[src/rtl/iobr_pkg.sv]
package iobr_pkg;

    typedef enum logic [1:0] {
        SZ_BYTE = 2'd0,
        SZ_HALF = 2'd1,
        SZ_WORD = 2'd2,
        SZ_RSVD = 2'd3
    } size_e;

    // number of bytes an access of this size spans, clamped to the bus width
    function automatic int unsigned span_bytes(size_e sz, int unsigned lanes);
        int unsigned n;
        n = 1 << sz;
        return (n > lanes) ? lanes : n;
    endfunction

endpackage

[src/rtl/iobr_addr_xlate.sv]
module iobr_addr_xlate #(
    parameter int                AW        = 32,
    parameter int                WIN_AW    = 23,
    parameter int                IO_AW     = 16,
    parameter int                LOW_BITS  = 5,
    parameter int                HIGH_LSB  = 12,
    parameter logic [AW-1:0]     BASE_ADDR = 32'h8000_0000
) (
    input  logic [AW-1:0]    addr,
    input  logic             noncontig,
    output logic             hit,
    output logic [IO_AW-1:0] io_addr
);
    localparam logic [WIN_AW-1:0] LOW_MASK = WIN_AW'((1 << LOW_BITS) - 1);

    logic [WIN_AW-1:0] offset;
    logic [WIN_AW-1:0] upper_field;
    logic [WIN_AW-1:0] split_addr;

    always_comb begin
        hit         = (addr[AW-1:WIN_AW] == BASE_ADDR[AW-1:WIN_AW]);
        offset      = addr[WIN_AW-1:0];
        upper_field = (offset >> HIGH_LSB) << LOW_BITS;
        split_addr  = upper_field | (offset & LOW_MASK);
        io_addr     = noncontig ? split_addr[IO_AW-1:0] : offset[IO_AW-1:0];
    end

endmodule

[src/rtl/iobr_lane_swap.sv]
module iobr_lane_swap #(
    parameter int DW         = 32,
    parameter bit BIG_ENDIAN = 1'b1
) (
    input  iobr_pkg::size_e  size,
    input  logic [DW-1:0]    din,
    output logic [DW-1:0]    dout
);
    localparam int unsigned LANES = DW / 8;

    generate
        if (BIG_ENDIAN) begin : g_reorder
            always_comb begin
                int unsigned span;
                span = iobr_pkg::span_bytes(size, LANES);
                for (int unsigned i = 0; i < LANES; i++) begin
                    if (i < span)
                        dout[i*8 +: 8] = din[(span-1-i)*8 +: 8];
                    else
                        dout[i*8 +: 8] = din[i*8 +: 8];
                end
            end
        end else begin : g_pass
            assign dout = din;
        end
    endgenerate

endmodule

[src/rtl/iobr_bridge.sv]
module iobr_bridge #(
    parameter int            AW         = 32,
    parameter int            DW         = 32,
    parameter int            WIN_AW     = 23,
    parameter int            IO_AW      = 16,
    parameter int            LOW_BITS   = 5,
    parameter int            HIGH_LSB   = 12,
    parameter logic [AW-1:0] BASE_ADDR  = 32'h8000_0000,
    parameter bit            BIG_ENDIAN = 1'b1
) (
    input  logic             clk,
    input  logic             rst_n,
    input  logic             cpu_req_valid,
    output logic             cpu_req_ready,
    input  logic [AW-1:0]    cpu_addr,
    input  logic [1:0]       cpu_size,
    input  logic             cpu_wr,
    input  logic [DW-1:0]    cpu_wdata,
    output logic             cpu_rsp_valid,
    output logic [DW-1:0]    cpu_rdata,
    input  logic             map_noncontig,
    output logic             io_req_valid,
    output logic [IO_AW-1:0] io_addr,
    output logic [1:0]       io_size,
    output logic             io_wr,
    output logic [DW-1:0]    io_wdata,
    input  logic             io_ack,
    input  logic [DW-1:0]    io_rdata
);
    import iobr_pkg::*;

    typedef struct packed {
        logic             busy;
        logic             rsp;
        logic [DW-1:0]    rdata;
        logic [IO_AW-1:0] addr;
        size_e            size;
        logic             wr;
        logic [DW-1:0]    wdata;
    } regs_t;

    regs_t q, d;

    logic             win_hit;
    logic [IO_AW-1:0] xl_addr;
    logic [DW-1:0]    wdata_lanes;
    logic [DW-1:0]    rdata_lanes;

    iobr_addr_xlate #(
        .AW(AW), .WIN_AW(WIN_AW), .IO_AW(IO_AW),
        .LOW_BITS(LOW_BITS), .HIGH_LSB(HIGH_LSB), .BASE_ADDR(BASE_ADDR)
    ) u_xlate (
        .addr      (cpu_addr),
        .noncontig (map_noncontig),
        .hit       (win_hit),
        .io_addr   (xl_addr)
    );

    iobr_lane_swap #(.DW(DW), .BIG_ENDIAN(BIG_ENDIAN)) u_wr_swap (
        .size (size_e'(cpu_size)),
        .din  (cpu_wdata),
        .dout (wdata_lanes)
    );

    iobr_lane_swap #(.DW(DW), .BIG_ENDIAN(BIG_ENDIAN)) u_rd_swap (
        .size (q.size),
        .din  (io_rdata),
        .dout (rdata_lanes)
    );

    always_comb begin
        d     = q;
        d.rsp = 1'b0;
        if (q.busy) begin
            if (io_ack) begin
                d.busy  = 1'b0;
                d.rsp   = 1'b1;
                d.rdata = rdata_lanes;
            end
        end else if (cpu_req_valid) begin
            if (win_hit) begin
                d.busy  = 1'b1;
                d.addr  = xl_addr;
                d.size  = size_e'(cpu_size);
                d.wr    = cpu_wr;
                d.wdata = wdata_lanes;
            end else begin
                d.rsp   = 1'b1;
                d.rdata = '1;
            end
        end
    end

    always_ff @(posedge clk) begin
        if (!rst_n) q <= '0;
        else        q <= d;
    end

    assign cpu_req_ready = !q.busy;
    assign cpu_rsp_valid = q.rsp;
    assign cpu_rdata     = q.rdata;
    assign io_req_valid  = q.busy;
    assign io_addr       = q.addr;
    assign io_size       = q.size;
    assign io_wr         = q.wr;
    assign io_wdata      = q.wdata;


    fwd_on_hit_chk: assert property (@(posedge clk) disable iff (!rst_n)
        (cpu_req_valid && cpu_req_ready &&
         cpu_addr[AW-1:WIN_AW] == BASE_ADDR[AW-1:WIN_AW])
        |=> (io_req_valid && !cpu_req_ready && io_size == $past(cpu_size)));


    hold_pending_chk: assert property (@(posedge clk) disable iff (!rst_n)
        (io_req_valid && !io_ack)
        |=> (io_req_valid && $stable(io_addr) && $stable(io_wdata)));


    ack_done_chk: assert property (@(posedge clk) disable iff (!rst_n)
        (io_req_valid && io_ack)
        |=> (cpu_rsp_valid && !io_req_valid && cpu_req_ready));


    miss_chk: assert property (@(posedge clk) disable iff (!rst_n)
        (cpu_req_valid && cpu_req_ready &&
         cpu_addr[AW-1:WIN_AW] != BASE_ADDR[AW-1:WIN_AW])
        |=> (cpu_rsp_valid && cpu_rdata == '1 && !io_req_valid));


    rsp_cause_chk: assert property (@(posedge clk) disable iff (!rst_n)
        cpu_rsp_valid |-> ($past(io_ack && io_req_valid) ||
                           $past(cpu_req_valid && cpu_req_ready)));

endmodule

[config.mk]
export PLATFORM = sky130hd
export DESIGN_NAME = iobr_bridge
export DESIGN_NICKNAME = d
export VERILOG_FILES = /design/src/rtl/iobr_pkg.sv /design/src/rtl/iobr_addr_xlate.sv /design/src/rtl/iobr_lane_swap.sv /design/src/rtl/iobr_bridge.sv
export SDC_FILE = /design/constraint.sdc
export NUM_CORES = 1
export LEC_CHECK = 0
export BUFFER_PORTS_ARGS = -buffer_cell sky130_fd_sc_hd__buf_2
export CORE_ASPECT_RATIO = 0.6
export CORE_UTILIZATION = 45
export DETAILED_ROUTE_END_ITERATION = 10
export PLACE_DENSITY = 0.81
export RECOVER_POWER = 25
export SLEW_MARGIN = 20
export SYNTH_ARGS = -nofsm -noshare
export SYNTH_HDL_FRONTEND = slang
export SYNTH_SLANG_ARGS = --single-unit
[constraint.sdc]
create_clock -name clk -period 3.7 [get_ports clk]
set_input_delay 0.555 -clock clk [delete_from_list [all_inputs] [get_ports clk]]
set_output_delay 0.555 -clock clk [all_outputs]
set_load 0.01 [all_outputs]
# Yosys cells after proc, flatten, opt, wreduce, memory -nomap -nowiden
# Index checks and enable logic that the tools add are counted.
# totals
regBits	85
out_inout_bits	86
# op_classes
n_mux	17
n_bitwise	2
reduce_logical	4
order_cmp	10
shifts	10
eq_ne	3
add_sub_neg	8
# ops
cell	n
32-bit by 33-bit indexed part select with 8-bit output	8
1-bit by 32-bit less-than comparator with 1-bit output, first input constant	4
2-bit by 32-bit less-than comparator with 1-bit output, first input constant	4
29-bit by 1-bit subtractor with 29-bit output, second input constant	4
29-bit by 2-bit subtractor with 29-bit output, second input constant	4
85-bit 2-to-1 mux	1
34-bit 2-to-1 mux	2
32-bit by 3-bit greater-than comparator with 1-bit output, second input constant	2
32-bit 2-to-1 mux	2
8-bit 2-to-1 mux	8
1-bit by 2-bit << shifter with 32-bit output, first input constant	2
51-bit 2-to-1 mux	1
33-bit 2-to-1 mux	1
16-bit 2-to-1 mux	1
16-bit by 5-bit OR with 16-bit output	1
9-bit == test, second input constant	1
3-bit AND reduction	2
2-bit != test, second input constant	2
2-bit nonzero test	1
1-bit zero test	1
1-bit 2-to-1 mux	1
1-bit inverter	1

# Longest topological paths before layout
# logic_depth
word_depth	10
ltp_mapped	11

# Cells and area by module
# A second synthesis with hierarchy kept.
# unflattened
hier_cells	675
area_unflattened_um2	5760.5
# by_module_without_submodules
mod	seq_area_each_um2	cells_each	area_each_um2	instances
iobr_bridge	1701.6	383	3454.6	1
iobr_lane_swap	0.0	136	1037.2	2
iobr_addr_xlate	0.0	20	231.5	1

# Least setup slack after synthesis
# No wires, ideal clock.
# synth_timing
kind	input port to flip-flop
from	input port cpu_size[1]
to	register q (netlist bit io_wdata[16])
slack_ns	0.830
arrival_ns	2.796
cell_stages	11
t_required_ns	3.626
path_cell_list	clkbuf_1 -> nor2_4 -> buf_2 -> inv_2 -> ha_1 -> xnor2_1 -> ha_1 -> nor3b_1 -> o21ai_0 -> a2bb2oi_1 -> a31oi_1
# synth_via
elab_chain_cells	7
# synth_rtl
element	line	source
start: declaration	iobr_bridge.sv:16	input logic [1:0] cpu_size,
1-bit by 2-bit << shifter with 32-bit output (*)	iobr_pkg.sv:13	n = 1 << sz;
32-bit by 3-bit greater-than comparator with 1-bit output	iobr_pkg.sv:14	return (n > lanes) ? lanes : n;
32-bit 2-to-1 mux (*)	iobr_pkg.sv:14	
29-bit by 1-bit subtractor with 29-bit output	iobr_lane_swap.sv:18	dout[i*8 +: 8] = din[(span-1-i)*8 +: 8];
29-bit by 2-bit subtractor with 29-bit output	iobr_lane_swap.sv:18	
32-bit by 33-bit indexed part select with 8-bit output	iobr_lane_swap.sv:18	
8-bit 2-to-1 mux (*)	iobr_lane_swap.sv:17	if (i < span)
end signal: assignment	iobr_bridge.sv:95	if (!rst_n) q <= '0;
end signal: assignment	iobr_bridge.sv:96	else q <= d;
end: declaration	iobr_bridge.sv:42	regs_t q, d;
# Mark *: on every way between the ends. The rest lies on a longest branch, timed or not.
# A chain may end at the register's enable or synchronous reset.

# Final worst setup path
# layout_timing
from	register q (netlist bit io_size[1])
to	register q (netlist bit cpu_rdata[16])
# layout_via
elab_chain_cells	9
# layout_rtl
element	line	source
1-bit by 2-bit << shifter with 32-bit output (*)	iobr_pkg.sv:13	
32-bit by 3-bit greater-than comparator with 1-bit output	iobr_pkg.sv:14	
32-bit 2-to-1 mux (*)	iobr_pkg.sv:14	
29-bit by 1-bit subtractor with 29-bit output	iobr_lane_swap.sv:18	
29-bit by 2-bit subtractor with 29-bit output	iobr_lane_swap.sv:18	
32-bit by 33-bit indexed part select with 8-bit output	iobr_lane_swap.sv:18	
8-bit 2-to-1 mux (*)	iobr_lane_swap.sv:17	
34-bit 2-to-1 mux (*)	iobr_bridge.sv:75	if (io_ack) begin
34-bit 2-to-1 mux (*)	iobr_bridge.sv:74	if (q.busy) begin
# Mark *: on every way between the ends. The rest lies on a longest branch, timed or not. The select of a mux whose other input is x is not followed.

==> results by group <==
Status
  – Outcome: finished, final reports clean

Power
  – Cell area power density: ~350 nW/um2
  – IR Drop Worst-Case VDD: 222.8 uV
  – LEAKAGE: ~0.003 uW

Die
  – Die W: roughly 140 um
  – Io pins: between 150 and 200
  – Core area: 10780 um2
  – Die Span Y: approximately 84 um
  – Starting density of the core: a little under half
  – # rows: 29
  – Die Area: ~12000 um2

Routing
  – Routed vias/inst: slightly below 6
  – Vias: roughly 5200
  – DRC Markers: 0
  – Pre-Repair DR Iteration Count: 5
  – Detail Route Antenna Nets: 0
  – DR WL/cell: 19.43 um
  – Initial DRC Count: between 400 and 500
  – DRT Wirelength: 17.02 mm

Placed design
  – IO buf count: 189
  – Placed Area: 6151 um2
  – Final GP Congestion: between 0.9 and 1
  – Detail Placement HPWL: roughly 13 mm

Clocking
  – Num CTS Buffers: 9
  – Worst-Skew Late Latency: ~0.34 ns
  – Post-CTS repair timing setup buffer count: 0
  – Cts repair resizes: 0
  – CTS Buffer Depth: 2
  – H-tree levels: 3
  – CTS tree: built
  – CTS sink cnt: 85
  – Hold_buf cts: 0
  – Clock transition at path regs: 0.07 ns
  – Clk root buf: clkbuf_16

Timing
  – Fin. max-slew vios: 0
  – Setup Skew: 0.006598 ns
  – Slew margin rel.: between 20% and 30%
  – Worst-margin pin slew: about 1.1 ns
  – Period utilization: 83.61%
  – Final Hold Vio Count: 0
  – Min cycle time layout: between 3 and 4 ns
  – Finish-stage setup viols: 0
  – Max Fclk: between 0.3 and 0.4 GHz
  – TNS Setup: 0 ns
  – RSZ-0062 raised after global routing: false

GRT
  – First-pass GRT wire length: between 20 and 30 mm
  – Initial antenna violation count: 0
  – GRT overflow: 0
  – Largest net degree at the start of global routing: 48
  – Vias in the first global route: ~4800
  – Total track usage: about 29%

Yosys
  – Yosys reg bits: 85
  – Unique masters post-synth: 45
  – Asr flop ratio synth: 0%
  – Syn_nets: between 600 and 700
  – Top_reg_cell synth: dfxtp_1
  – Post-Synthesis Cells: ~570
  – Post-Syn Area per Cell: around 9.0 um2
  – Mapped cell area: 5099 um2
  – Seq/Total Area, Yosys: between 30% and 40%
  – Synth warn: 0
  – EDFF count, synth: 0

Critical path
  – Setup crit start kind: flip-flop
  – Worst Reg-to-Reg Cells: 8
  – Setup slack, reg-to-reg: 0.61 ns
  – Reg2Reg Launch Point: io_size[1]
  – CP endpoint kind: flip-flop
  – CP arrival: 3.35 ns
  – Worst path required time: 3.96 ns
  – Largest fanout on the critical path: 26
  – Worst R2R End: cpu_rdata[16]
  – Crit path from: io_size[1]
  – Crit Path Class: flip-flop to flip-flop

Cells and area
  – Area Growth Syn to Fin: 25.47%
  – Nets: between 800 and 900
  – Register area: between 1500 and 2000 um2
  – Final Instance Area: 6397 um2
  – Filler cells: ~970
  – Layout cells sized above 1: between 20% and 30%
  – Ant diodes: 0
  – Multi-input gate area: 3156 um2

Min path
  – Hold depth: 3
  – Worst Hold Class: input port to flip-flop
  – Hold Path End: io_addr[4]
  – Worst Hold Launch: cpu_addr[4]

Job
  – Max-Cap Viols: 0
layout make-up:
cell class | count | share of cell area, %
clock buffers | 10 | 3.736
clock inverters | 6 | 0.9388
inverters | 6 | 0.3520
multi-input cells | 421 | 49.33
flip-flops and latches | 85 | 26.62
well taps | 139 | 2.719
repair buffers | 209 | 16.31
worst max path at each step:
stage / end / slack (ns) / cells past startpoint
after CTS: cpu_rdata[16] / 0.67 / 8
final: cpu_rdata[16] / 0.61 / 8
after detailed placement: cpu_rdata[16] / 0.68 / 8
after floorplan: io_wdata[16] / 0.83 / 11
after global placement: cpu_rdata[20] / 0.82 / 8
after global routing: cpu_rdata[16] / 0.42 / 8
cells in the mapped netlist (4+ instances only):
master / number / area, um2
inv_1: 4 / 15.01
nand2_1: 74 / 277.8
o21ai_1: 24 / 120.1
mux4_2: 8 / 180.2
clkbuf_1: 32 / 120.1
mux2_1: 6 / 67.56
dfxtp_1: 85 / 1702
o21a_1: 17 / 127.6
nor2b_1: 19 / 118.9
nand3b_1: 8 / 60.06
nor3_1: 18 / 90.09
mux2i_1: 68 / 680.7
a31oi_1: 16 / 100.1
a2bb2oi_1: 8 / 70.07
a21oi_1: 22 / 110.1
o311a_1: 8 / 80.08
a221oi_1: 5 / 43.79
buf_1: 9 / 33.78
buf_2: 10 / 50.05
nand2b_1: 14 / 87.58
o211ai_1: 8 / 60.06
a32oi_1: 8 / 70.07
nor2_1: 6 / 22.52
o41ai_1: 8 / 70.07
o211a_1: 27 / 270.3
ha_1: 8 / 100.1
o31ai_1: 16 / 120.1
cells by family (layout without fill, tap and decap cells):
kind of cell / count (synthesis) / in the layout / share of synthesized area [%]
AOI/OAI and AO/OA: 173 / 173 / 25.18
and+or+nand+nor: 156 / 156 / 16.20
DFF: 85 / 85 / 33.37
muxes: 82 / 82 / 18.21
buffers and inverters: 59 / 231 / 4.736
adders and majority gates: 8 / 8 / 1.963
xor gates and xnor gates: 2 / 2 / 0.3436
report_power, final:
part	leakage (uW)	switching (uW)	internal, uW	total (uW)
combinational	0.00208	193	157	349
clock	0.000150	409	495	904
sequential	0.000696	14.2	941	955
total	0.00293	616	1590	2210
per-layer routing:
| layer | wire (um) | up-vias | share of wire, % | GRT usage [%] |
|---|---|---|---|---|
| met2 | 6622 | 283 | 39 | 37.96 |
| met1 | 8267 | 2452 | 49 | 44.30 |
| met3 | 1896 | 27 | 11 | 8.214 |
| met4 | 238 | 0 | 1.4 | 6.465 |
| met5 | 0 | - | 0 | 0 |
| li1 | - | 2443 | - | - |
cells in the final DEF (no fill, tap or decap), types with 3 or more instances in the layout:
master / netlist / layout
mux2_1: 6 / 6
inv_8: 0 / 3
o31ai_1: 16 / 16
o21a_1: 17 / 17
mux4_2: 8 / 8
a31oi_1: 16 / 16
a21oi_1: 22 / 22
nand3b_1: 8 / 8
nor2_1: 6 / 6
nand2_1: 74 / 74
o211a_1: 27 / 27
inv_1: 4 / 4
nor3b_1: 3 / 3
dfxtp_1: 85 / 84
o41ai_1: 8 / 8
o21ai_0: 3 / 3
buf_2: 10 / 147
o311a_1: 8 / 8
o21ai_1: 24 / 24
ha_1: 8 / 8
a2bb2oi_1: 8 / 8
nand2b_1: 14 / 14
buf_4: 2 / 20
a221oi_1: 5 / 5
nor2b_1: 19 / 19
inv_6: 0 / 3
a32oi_1: 8 / 8
clkbuf_16: 0 / 9
clkbuf_1: 32 / 42
mux2i_1: 68 / 68
nor3_1: 18 / 18
o211ai_1: 8 / 8
sequential cells by signal, summed over array words and instances (netlist names):
register       cells
cpu_rsp_valid      1
io_wr              1
cpu_rdata         32
io_addr           16
io_size            2
io_wdata          32
io_req_valid       1
critical path, cell delays in order, from the launching register on:
cell and delay [ns]:
dfxtp_2 0.63, nor2_1 0.14, buf_4 0.20, ha_1 0.47, ha_1 0.38, nand2b_1 0.09, nor3b_1 0.67, a221oi_1 0.21
a21oi_1 0.21
per-stage QoR:
stage          util (%)  setup WS, ns  total power [uW]  hold slack (ns)  instances
6_report          59.36        0.6063              2209           0.4744        876
4_1_cts           59.85        0.6667              2228           0.4666        876
2_1_floorplan         -        0.8296              1163           0.5353        565
3_5_place_dp      57.08        0.6788              1321           0.4824        860
3_3_place_gp      57.08        0.8248              1314           0.4763        860
5_1_grt           59.36        0.4159              2291           0.4905        876
Note: power is estimated with default switching activity, not from simulation.
